File: src/rtl/crit_pkg.sv
package crit_pkg;
  typedef logic [1:0] ctr_t;
  typedef enum logic [1:0] {CTR_HOLD = 2'd0, CTR_UP = 2'd1, CTR_DOWN = 2'd2} ctr_op_e;

  localparam ctr_t CTR_MAX    = 2'd3;
  localparam ctr_t CTR_THRESH = 2'd2;

  function automatic ctr_t ctr_next(input ctr_t c, input ctr_op_e op);
    case (op)
      CTR_UP:   return (c == CTR_MAX) ? c : ctr_t'(c + 2'd1);
      CTR_DOWN: return (c == 2'd0) ? c : ctr_t'(c - 2'd1);
      default:  return c;
    endcase
  endfunction
endpackage

File: src/rtl/crit_table.sv
module crit_table
  import crit_pkg::*;
#(
  parameter int IDX_W = 6
) (
  input  logic             clk,
  input  logic             rst,
  input  logic [IDX_W-1:0] lk_idx,
  output ctr_t             lk_ctr,
  input  logic             upd_en,
  input  logic [IDX_W-1:0] upd_idx,
  input  ctr_op_e          upd_op
);
  localparam int DEPTH = 1 << IDX_W;

  ctr_t mem [DEPTH];

  always_ff @(posedge clk) begin
    if (rst) begin
      for (int i = 0; i < DEPTH; i++) mem[i] <= '0;
    end else if (upd_en) begin
      mem[upd_idx] <= ctr_next(mem[upd_idx], upd_op);
    end
  end

  // read before write: lookup sees the value held ahead of this edge
  assign lk_ctr = mem[lk_idx];

  // the clock after reset leaves every counter at zero
  a_r1_clear: assert property (@(posedge clk) rst |=> lk_ctr == '0);

  // an increment at the top value leaves it there
  a_r3_up_sat: assert property (@(posedge clk) disable iff (rst)
    (upd_en && upd_op == CTR_UP && mem[upd_idx] == CTR_MAX)
      |=> mem[$past(upd_idx)] == CTR_MAX);

  // a decrement at zero leaves it there
  a_r4_down_floor: assert property (@(posedge clk) disable iff (rst)
    (upd_en && upd_op == CTR_DOWN && mem[upd_idx] == 2'd0)
      |=> mem[$past(upd_idx)] == 2'd0);
endmodule

File: src/rtl/crit_train.sv
module crit_train
  import crit_pkg::*;
#(
  parameter int PC_W    = 32,
  parameter int IDX_W   = 6,
  parameter int OLD_N   = 4,
  parameter bit PROD_EN = 1'b1
) (
  input  logic [OLD_N-1:0]      old_valid,
  input  logic [OLD_N*PC_W-1:0] old_pc,
  input  logic                  prod_valid,
  input  logic [PC_W-1:0]       prod_pc,
  input  logic                  iss_valid,
  input  logic [PC_W-1:0]       iss_pc,
  output logic                  upd_en,
  output logic [IDX_W-1:0]      upd_idx,
  output ctr_op_e               upd_op
);
  logic [OLD_N-1:0] hit;
  logic             prod_hit;

  for (genvar k = 0; k < OLD_N; k++) begin : g_slot
    assign hit[k] = old_valid[k] && (old_pc[k*PC_W +: PC_W] == iss_pc);
  end

  if (PROD_EN) begin : g_prod
    assign prod_hit = prod_valid && (prod_pc == iss_pc);
  end else begin : g_noprod
    assign prod_hit = 1'b0;
    logic unused_prod;
    assign unused_prod = ^{prod_valid, prod_pc};
  end

  assign upd_en  = iss_valid;
  assign upd_idx = iss_pc[IDX_W-1:0];
  assign upd_op  = (|hit || prod_hit) ? CTR_UP : CTR_DOWN;
endmodule

File: src/rtl/crit_steer_sel.sv
module crit_steer_sel #(
  parameter int LAT_W    = 3,
  parameter int FAST_LAT = 2
) (
  input  logic             clk,
  input  logic             rst,
  input  logic             disp_valid,
  input  logic             pred_crit,
  input  logic             ooo_full,
  input  logic             ino_full,
  output logic             steer_valid,
  output logic             steer_fast,
  output logic             steer_stall,
  output logic [LAT_W-1:0] steer_lat
);
  logic go_ok, go_fast;

  always_comb begin
    go_ok   = 1'b1;
    go_fast = 1'b0;
    if (pred_crit) begin
      if (!ooo_full)      go_fast = 1'b1;
      else if (ino_full)  go_ok   = 1'b0;
    end else begin
      if (ino_full) begin
        if (!ooo_full) go_fast = 1'b1;
        else           go_ok   = 1'b0;
      end
    end
  end

  always_ff @(posedge clk) begin
    if (rst) begin
      steer_valid <= 1'b0;
      steer_fast  <= 1'b0;
      steer_stall <= 1'b0;
      steer_lat   <= '0;
    end else begin
      steer_valid <= disp_valid && go_ok;
      steer_stall <= disp_valid && !go_ok;
      steer_fast  <= disp_valid && go_ok && go_fast;
      if (disp_valid && go_ok)
        steer_lat <= go_fast ? LAT_W'(FAST_LAT) : LAT_W'(2 * FAST_LAT);
      else
        steer_lat <= '0;
    end
  end

  // preferred fast queue full, slow one free -> slow
  a_r8_redirect: assert property (@(posedge clk) disable iff (rst)
    (disp_valid && pred_crit && ooo_full && !ino_full) |=> (steer_valid && !steer_fast));

  // both full -> stall and no decision
  a_r9_stall: assert property (@(posedge clk) disable iff (rst)
    (disp_valid && ooo_full && ino_full) |=> (steer_stall && !steer_valid));

  // no dispatch -> nothing next cycle
  a_r11_idle: assert property (@(posedge clk) disable iff (rst)
    !disp_valid |=> (!steer_valid && !steer_stall));

  // slow latency is twice the fast one
  a_r10_lat: assert property (@(posedge clk) disable iff (rst)
    (steer_valid && !steer_fast) |-> (steer_lat == LAT_W'(2 * FAST_LAT)));
endmodule

File: src/rtl/crit_steer.sv
module crit_steer
  import crit_pkg::*;
#(
  parameter int PC_W     = 32,
  parameter int IDX_W    = 6,
  parameter int OLD_N    = 4,
  parameter bit PROD_EN  = 1'b1,
  parameter int FAST_LAT = 2,
  localparam int LAT_W   = $clog2(2 * FAST_LAT + 1)
) (
  input  logic                  clk,
  input  logic                  rst,
  input  logic                  disp_valid,
  input  logic [PC_W-1:0]       disp_pc,
  input  logic                  ooo_full,
  input  logic                  ino_full,
  input  logic [OLD_N-1:0]      old_valid,
  input  logic [OLD_N*PC_W-1:0] old_pc,
  input  logic                  prod_valid,
  input  logic [PC_W-1:0]       prod_pc,
  input  logic                  iss_valid,
  input  logic [PC_W-1:0]       iss_pc,
  output logic                  steer_valid,
  output logic                  steer_fast,
  output logic                  steer_stall,
  output logic [LAT_W-1:0]      steer_lat
);
  logic             upd_en;
  logic [IDX_W-1:0] upd_idx;
  ctr_op_e          upd_op;
  ctr_t             lk_ctr;
  logic             unused_disp_hi;

  assign unused_disp_hi = ^disp_pc[PC_W-1:IDX_W];

  crit_train #(
    .PC_W(PC_W), .IDX_W(IDX_W), .OLD_N(OLD_N), .PROD_EN(PROD_EN)
  ) u_train (
    .old_valid (old_valid),
    .old_pc    (old_pc),
    .prod_valid(prod_valid),
    .prod_pc   (prod_pc),
    .iss_valid (iss_valid),
    .iss_pc    (iss_pc),
    .upd_en    (upd_en),
    .upd_idx   (upd_idx),
    .upd_op    (upd_op)
  );

  crit_table #(.IDX_W(IDX_W)) u_table (
    .clk    (clk),
    .rst    (rst),
    .lk_idx (disp_pc[IDX_W-1:0]),
    .lk_ctr (lk_ctr),
    .upd_en (upd_en),
    .upd_idx(upd_idx),
    .upd_op (upd_op)
  );

  crit_steer_sel #(.LAT_W(LAT_W), .FAST_LAT(FAST_LAT)) u_sel (
    .clk        (clk),
    .rst        (rst),
    .disp_valid (disp_valid),
    .pred_crit  (lk_ctr >= CTR_THRESH),
    .ooo_full   (ooo_full),
    .ino_full   (ino_full),
    .steer_valid(steer_valid),
    .steer_fast (steer_fast),
    .steer_stall(steer_stall),
    .steer_lat  (steer_lat)
  );
endmodule

File: config.mk
export PLATFORM = sky130hd
export DESIGN_NAME = crit_steer
export DESIGN_NICKNAME = d
export VERILOG_FILES = /design/src/rtl/crit_pkg.sv /design/src/rtl/crit_table.sv /design/src/rtl/crit_train.sv /design/src/rtl/crit_steer_sel.sv /design/src/rtl/crit_steer.sv
export SDC_FILE = /design/constraint.sdc
export NUM_CORES = 1
export LEC_CHECK = 0
export BUFFER_PORTS_ARGS = -buffer_cell sky130_fd_sc_hd__buf_4
export CAP_MARGIN = 0
export CORE_MARGIN = 2
export CORE_UTILIZATION = 56
export CTS_BUF_LIST = sky130_fd_sc_hd__clkbuf_8
export CTS_CLUSTER_DIAMETER = 150
export CTS_CLUSTER_SIZE = 12
export DETAILED_ROUTE_END_ITERATION = 8
export PLACE_DENSITY = 0.94
export SKIP_CTS_REPAIR_TIMING = 1
export SYNTH_ARGS = -nofsm -noshare
export SYNTH_HDL_FRONTEND = slang
export SYNTH_SLANG_ARGS = --single-unit
File: constraint.sdc
create_clock -name clk -period 3.2 [get_ports clk]
set_clock_uncertainty 0.2 [all_clocks]
set_input_delay 0.32 -clock clk [delete_from_list [all_inputs] [get_ports clk]]
set_output_delay 0.32 -clock clk [all_outputs]
set_load 0.01 [all_outputs]
After elaboration in Yosys (flattened, before gate mapping)
Memory sizes are Yosys's and may differ from the RTL's.
Cells that the tools add are included.
{ "op_classes": {"addsub": 2, "multipliers": 0, "div": 0, "n_lt_le_gt_ge": 1, "eq_ne": 8, "shifts": 0, "muxes": 22, "bitwise_logic": 1, "n_reduce_logical": 14} }
{ "ops": {"columns": ["cell", "n"], "rows": [
  ["32-bit equality test", 5],
  ["1-bit 2-to-1 mux", 13],
  ["2-bit 2-to-1 mux", 6],
  ["1-bit logical AND", 8],
  ["6-bit 2-to-1 mux", 1],
  ["2-bit equality test, second input constant", 2],
  ["2-bit case mux with 2 select lines", 1],
  ["2-bit OR reduction", 2],
  ["4-bit OR reduction", 1],
  ["3-bit 2-to-1 mux", 1],
  ["2-bit by 1-bit adder with 2-bit output, second input constant", 1],
  ["2-bit by 1-bit equality test with 1-bit output, second input constant", 1],
  ["2-bit greater-or-equal comparator, second input constant", 1],
  ["2-bit zero test", 1],
  ["2-bit by 1-bit subtractor with 2-bit output, second input constant", 1],
  ["1-bit zero test", 1],
  ["1-bit logical OR", 1],
  ["1-bit NOT", 1]
]} }
{ "word_totals": {"register_bits": 6, "latchBits": 0, "mem_bits_rw": 128, "mem_bits_ro": 0, "inputBits": 235, "output_inout_bits": 6, "wordCells": 53, "mem_count": 1} }
{ "memory_table": {"columns": ["memory", "depth", "word_bits", "rd", "rd_ports_with_merged_regs", "wr", "line", "source"], "rows": [
  ["u_table.mem", 64, 2, 2, 0, 64, "crit_table.sv:16", "ctr_t mem [DEPTH];"]
]} }

Longest topological paths before layout
{ "depth": {"ltp_word": 10, "depth_mapped": 13, "ltp_nobuf": 8} }

Cells and area by module
From an unflattened synthesis, not the netlist that was laid out.
{ "hier_totals": {"cells_unflattened": 953, "area_unflattened_um2": 9928.3} }
{ "modules_own_cells": {"columns": ["mod", "instances", "cells_each", "area_per_inst_um2"], "rows": [
  ["crit_table", 1, 677, 7707.4],
  ["crit_train", 1, 259, 2057.0],
  ["crit_steer_sel", 1, 16, 160.2],
  ["crit_steer", 1, 1, 3.8]
]} }

Least setup slack after synthesis
Ideal clock, no wire load.
{ "synth_path": {"path_kind": "input-to-reg", "start": "input iss_pc[1]", "end": "memory u_table.mem[6][1] in the netlist's numbering, data pin", "setup_time_ps": 277, "arrival_time_ps": 2421, "required_time_ps": 2723, "slack_ps": 302, "cell_stages": 11, "n_path_buf": 5, "cell_sequence": "buf_6 > buf_6 > buf_4 > mux4_2 > a222oi_1 > o211ai_1 > nor3_2 > maj3_2 > buf_2 > buf_6 > nor3_1"} }
{ "synth_rtl": {"columns": ["item", "line", "source"], "rows": [
  ["from (decl)", "crit_steer.sv:22", "input logic [PC_W-1:0] iss_pc,"],
  ["to (decl)", "crit_table.sv:16", null]
]} }

==> impl_metrics.ini <==
[yosys]
synthDistinctLibCells = 53
ys_ff_latch = 133
number_of_synthesized_flops_with_an_enable_pin = 128
netlist_instances = 833
post_syn_nets = 1068
ys_seq_area_share_pct = 42.7
synth.avg_cell_area_um2 = 11.1
syn-cell-area_um2 = 9230
postSynth.asyncResetShare_pct = 0
synthFlopType = sky130_fd_sc_hd__edfxtp_1
ys.warnings.count = 0

[clock_tree]
clkTransAtPathRegs_ns = 0.08
ctsRootBufferMaster = sky130_fd_sc_hd__clkbuf_8
worstSkewPairLatency_ns = 0.46
tritoncts.num_buffers = 17
clock_tree.buffer_depth = 2
tritoncts = yes
htree_num_levels = 4
clock-sinks = 133

[timing]
setup_violations = 0
final_number_of_max_transition_violations = 0
worst_max_slew_pin_slew_ns = 1.10
fin_crit_ns = 3.09
fmax_ghz = 0.324
worst_slew_margin_rel_pct = 26.0
rsz0062_at_grt = no
final_hold_viol_count = 0
final_period_utilization_pct = 96.6
fin_hold_ws_ns = 0.00696

[global_routing]
largest_net_degree_at_the_start_of_global_routing = 66
remaining_global_route_overflow = 0
global_route_wire_length_before_repair_mm = 47.0
grt_antenna_before_repair = 0
grt_pass1_vias = 8503
globalRouteTotalUtil_pct = 35.6

[placement]
dpl.cell_count = 1214
detailedPlacementHpwl_mm = 22.9
routabilityCongestion = 0.993
placement.io_buffers = 213

[detailed_routing]
route.final.wire_length_mm = 31.3
vias = 8258
first_pass_iters = 6
post-route-drc-count = 0
antenna_violating_nets_post_route = 0
post_drt_via_cell_ratio = 6.61
routedWlPerCell_um = 25.0
drt-initial-drc-count = 982

[die]
pin_count = 241
std_cell_rows = 46
die_height_um = 132
fp.coreArea_um2 = 16000
die_width_um = 132
initial_utilization_pct = 57.7
floorplan.die_area_um2 = 17500

[worst_hold_path]
worstHoldStart = disp_valid
type_of_the_worst_min_delay_path = in2reg

[layout]
finish.cell_count_without_fillers = 1249
drive_gt1_share_pct = 39.0
register_area_um2 = 3940
multi_input_comb_area_um2 = 4720
net_count_final = 1255
layout_overhead_on_the_synthesized_area_pct = 24.3
antenna_cells = 0
layout.filler_cells = 1024
finalCoreUtilization_pct = 71.7

[worst_setup_path]
crit_path_start_kind = primary input
startpoint_of_the_most_critical_setup_path = iss_pc[1]
worstSetupPathType = in2reg
crit_arrival_ns = 3.16
rr_startpoint = u_table.mem[60][0]
timing.critical_path.required_ns = 3.27
worstSetupEndpointType = flop
critical_path_peak_fanout = 20

[pwr]
static-leakage-power_nw = 4.12
power.share.switching_pct = 28.2
pwr_density_cell_nw_per_um2 = 380
power.internal_mw = 3.13
share_seq_of_total_power_pct = 45.7
p_clk_share_pct = 30.9
combinationalPowerShare_pct = 23.4
netSwitchingPower_mw = 1.23
max-vdd-ir-drop_v = 0.000199

[run]
max_cap_violations = 0

[status]
outcome = complete, no violations
## Yosys cell counts (5+ instances only)
library cell	instances	area, µm²
sky130_fd_sc_hd__a21oi_1	8	40.0
sky130_fd_sc_hd__a221oi_1	9	78.8
sky130_fd_sc_hd__a22oi_1	11	82.6
sky130_fd_sc_hd__buf_1	16	60.1
sky130_fd_sc_hd__buf_2	11	55.1
sky130_fd_sc_hd__buf_4	6	45.0
sky130_fd_sc_hd__buf_6	15	169
sky130_fd_sc_hd__clkbuf_1	56	210
sky130_fd_sc_hd__dfxtp_1	5	100
sky130_fd_sc_hd__edfxtp_1	128	3840
sky130_fd_sc_hd__inv_1	6	22.5
sky130_fd_sc_hd__mux2_1	5	56.3
sky130_fd_sc_hd__mux2_2	6	67.6
sky130_fd_sc_hd__mux2i_1	11	110
sky130_fd_sc_hd__mux4_2	34	766
sky130_fd_sc_hd__nand2_1	26	97.6
sky130_fd_sc_hd__nand3_1	14	70.1
sky130_fd_sc_hd__nand4_1	25	156
sky130_fd_sc_hd__nor2_1	22	82.6
sky130_fd_sc_hd__nor2b_1	6	37.5
sky130_fd_sc_hd__nor3_1	73	365
sky130_fd_sc_hd__nor3_2	56	561
sky130_fd_sc_hd__nor4_1	22	138
sky130_fd_sc_hd__o21ai_0	60	300
sky130_fd_sc_hd__xnor2_1	90	788
sky130_fd_sc_hd__xor2_1	67	587
## final timing paths
path,endpoint,slack (ns),depth (start not counted)
worst max register to register,u_table.mem[59][0],0.13,9
worst min-delay path,u_sel.steer_stall,0.007,3
worst min register to register,u_sel.steer_lat[1],1.19,6
worst max-delay path,u_table.mem[59][0],0.11,10
## worst max-delay path, stage by stage
cell	delay (ns)
sky130_fd_sc_hd__buf_4	0.32
sky130_fd_sc_hd__buf_4	0.25
sky130_fd_sc_hd__nor2b_1	0.46
sky130_fd_sc_hd__a22oi_1	0.19
sky130_fd_sc_hd__nand3_1	0.14
sky130_fd_sc_hd__nand3_1	0.12
sky130_fd_sc_hd__or4_1	0.56
sky130_fd_sc_hd__maj3_4	0.39
sky130_fd_sc_hd__buf_12	0.18
sky130_fd_sc_hd__nor3_1	0.21
## area by class of cell
cell class,count,area share [%]
Clock inverter,14,1.06
Clock buffer,18,2.16
Multi-Input combinational cell,589,41.2
Sequential cell,133,34.4
Tap cell,216,2.36
Inverter,7,0.229
Timing Repair Buffer,272,18.6
## power groups by stage
stage,clock network (mW),logic [mW],registers (mW)
floorplan,0,0.594,2.01
global placement,0,0.957,2.02
detailed placement,0,0.989,2.03
CTS,1.34,0.996,1.99
global route,1.42,1.07,1.99
finish,1.35,1.02,1.99
## kinds of logic (layout without fill, tap and decap cells)
family                   count (synthesis)  after routing  synth area share [%]
other                                    1              1                0.0406
adder cells (fa/ha/maj)                  2              2                 0.244
AO/OA/AOI/OAI                          111            111                  7.40
multiplexers                            56             56                  10.8
buffers and inverters                  111            311                  6.13
AND/OR/NAND/NOR                        262            262                  17.7
XOR/XNOR                               157            157                  14.9
flip-flops                             133            133                  42.7
## metrics by stage
stage | area, µm² | TNS (ns) | worst slack [ns] | total power, mW
final | 11500 | 0 | 0.109 | 4.36
after global routing | 11500 | 0 | 0.0592 | 4.48
after CTS | 11400 | 0 | 0.206 | 4.33
after detailed placement | 11100 | -20.58 | -0.252 | 3.02
after global placement | 11100 | -19.43 | -0.180 | 2.98
after floorplan | 9230 | 0 | 0.302 | 2.61
## cell usage in the layout, fill, tap and decap left out, types with 4 or more instances in the layout
cell	instances
sky130_fd_sc_hd__a21oi_1	8
sky130_fd_sc_hd__a221oi_1	9
sky130_fd_sc_hd__a22oi_1	11
sky130_fd_sc_hd__and3_1	4
sky130_fd_sc_hd__buf_12	7
sky130_fd_sc_hd__buf_4	262
sky130_fd_sc_hd__clkbuf_8	18
sky130_fd_sc_hd__clkinv_2	7
sky130_fd_sc_hd__dfxtp_1	5
sky130_fd_sc_hd__edfxtp_1	128
sky130_fd_sc_hd__inv_1	9
sky130_fd_sc_hd__mux2_1	5
sky130_fd_sc_hd__mux2_2	6
sky130_fd_sc_hd__mux2i_1	11
sky130_fd_sc_hd__mux4_2	34
sky130_fd_sc_hd__nand2_1	26
sky130_fd_sc_hd__nand3_1	14
sky130_fd_sc_hd__nand4_1	25
sky130_fd_sc_hd__nor2_1	22
sky130_fd_sc_hd__nor2b_1	6
sky130_fd_sc_hd__nor3_1	73
sky130_fd_sc_hd__nor3_2	56
sky130_fd_sc_hd__nor4_1	22
sky130_fd_sc_hd__o21ai_0	60
sky130_fd_sc_hd__o22ai_1	4
sky130_fd_sc_hd__xnor2_1	90
sky130_fd_sc_hd__xor2_1	67
## sequential cells by signal, summed over array words and instances, names as in the netlist
register,flops
u_sel.steer_fast,1
u_table.mem,128
u_sel.steer_lat,2
u_sel.steer_valid,1
u_sel.steer_stall,1
## per-layer routing
metal	GRT usage (%)	vias to the layer above	part of all wire, %	wire length (µm)
met2	60.4	728	49	15400
li1	-	3465	-	-
met3	11.5	203	12	3870
met4	25.0	0	7.8	2430
met1	37.3	3862	31	9550
met5	0	-	0	0
No activity file was read; power rests on OpenSTA's default activity.
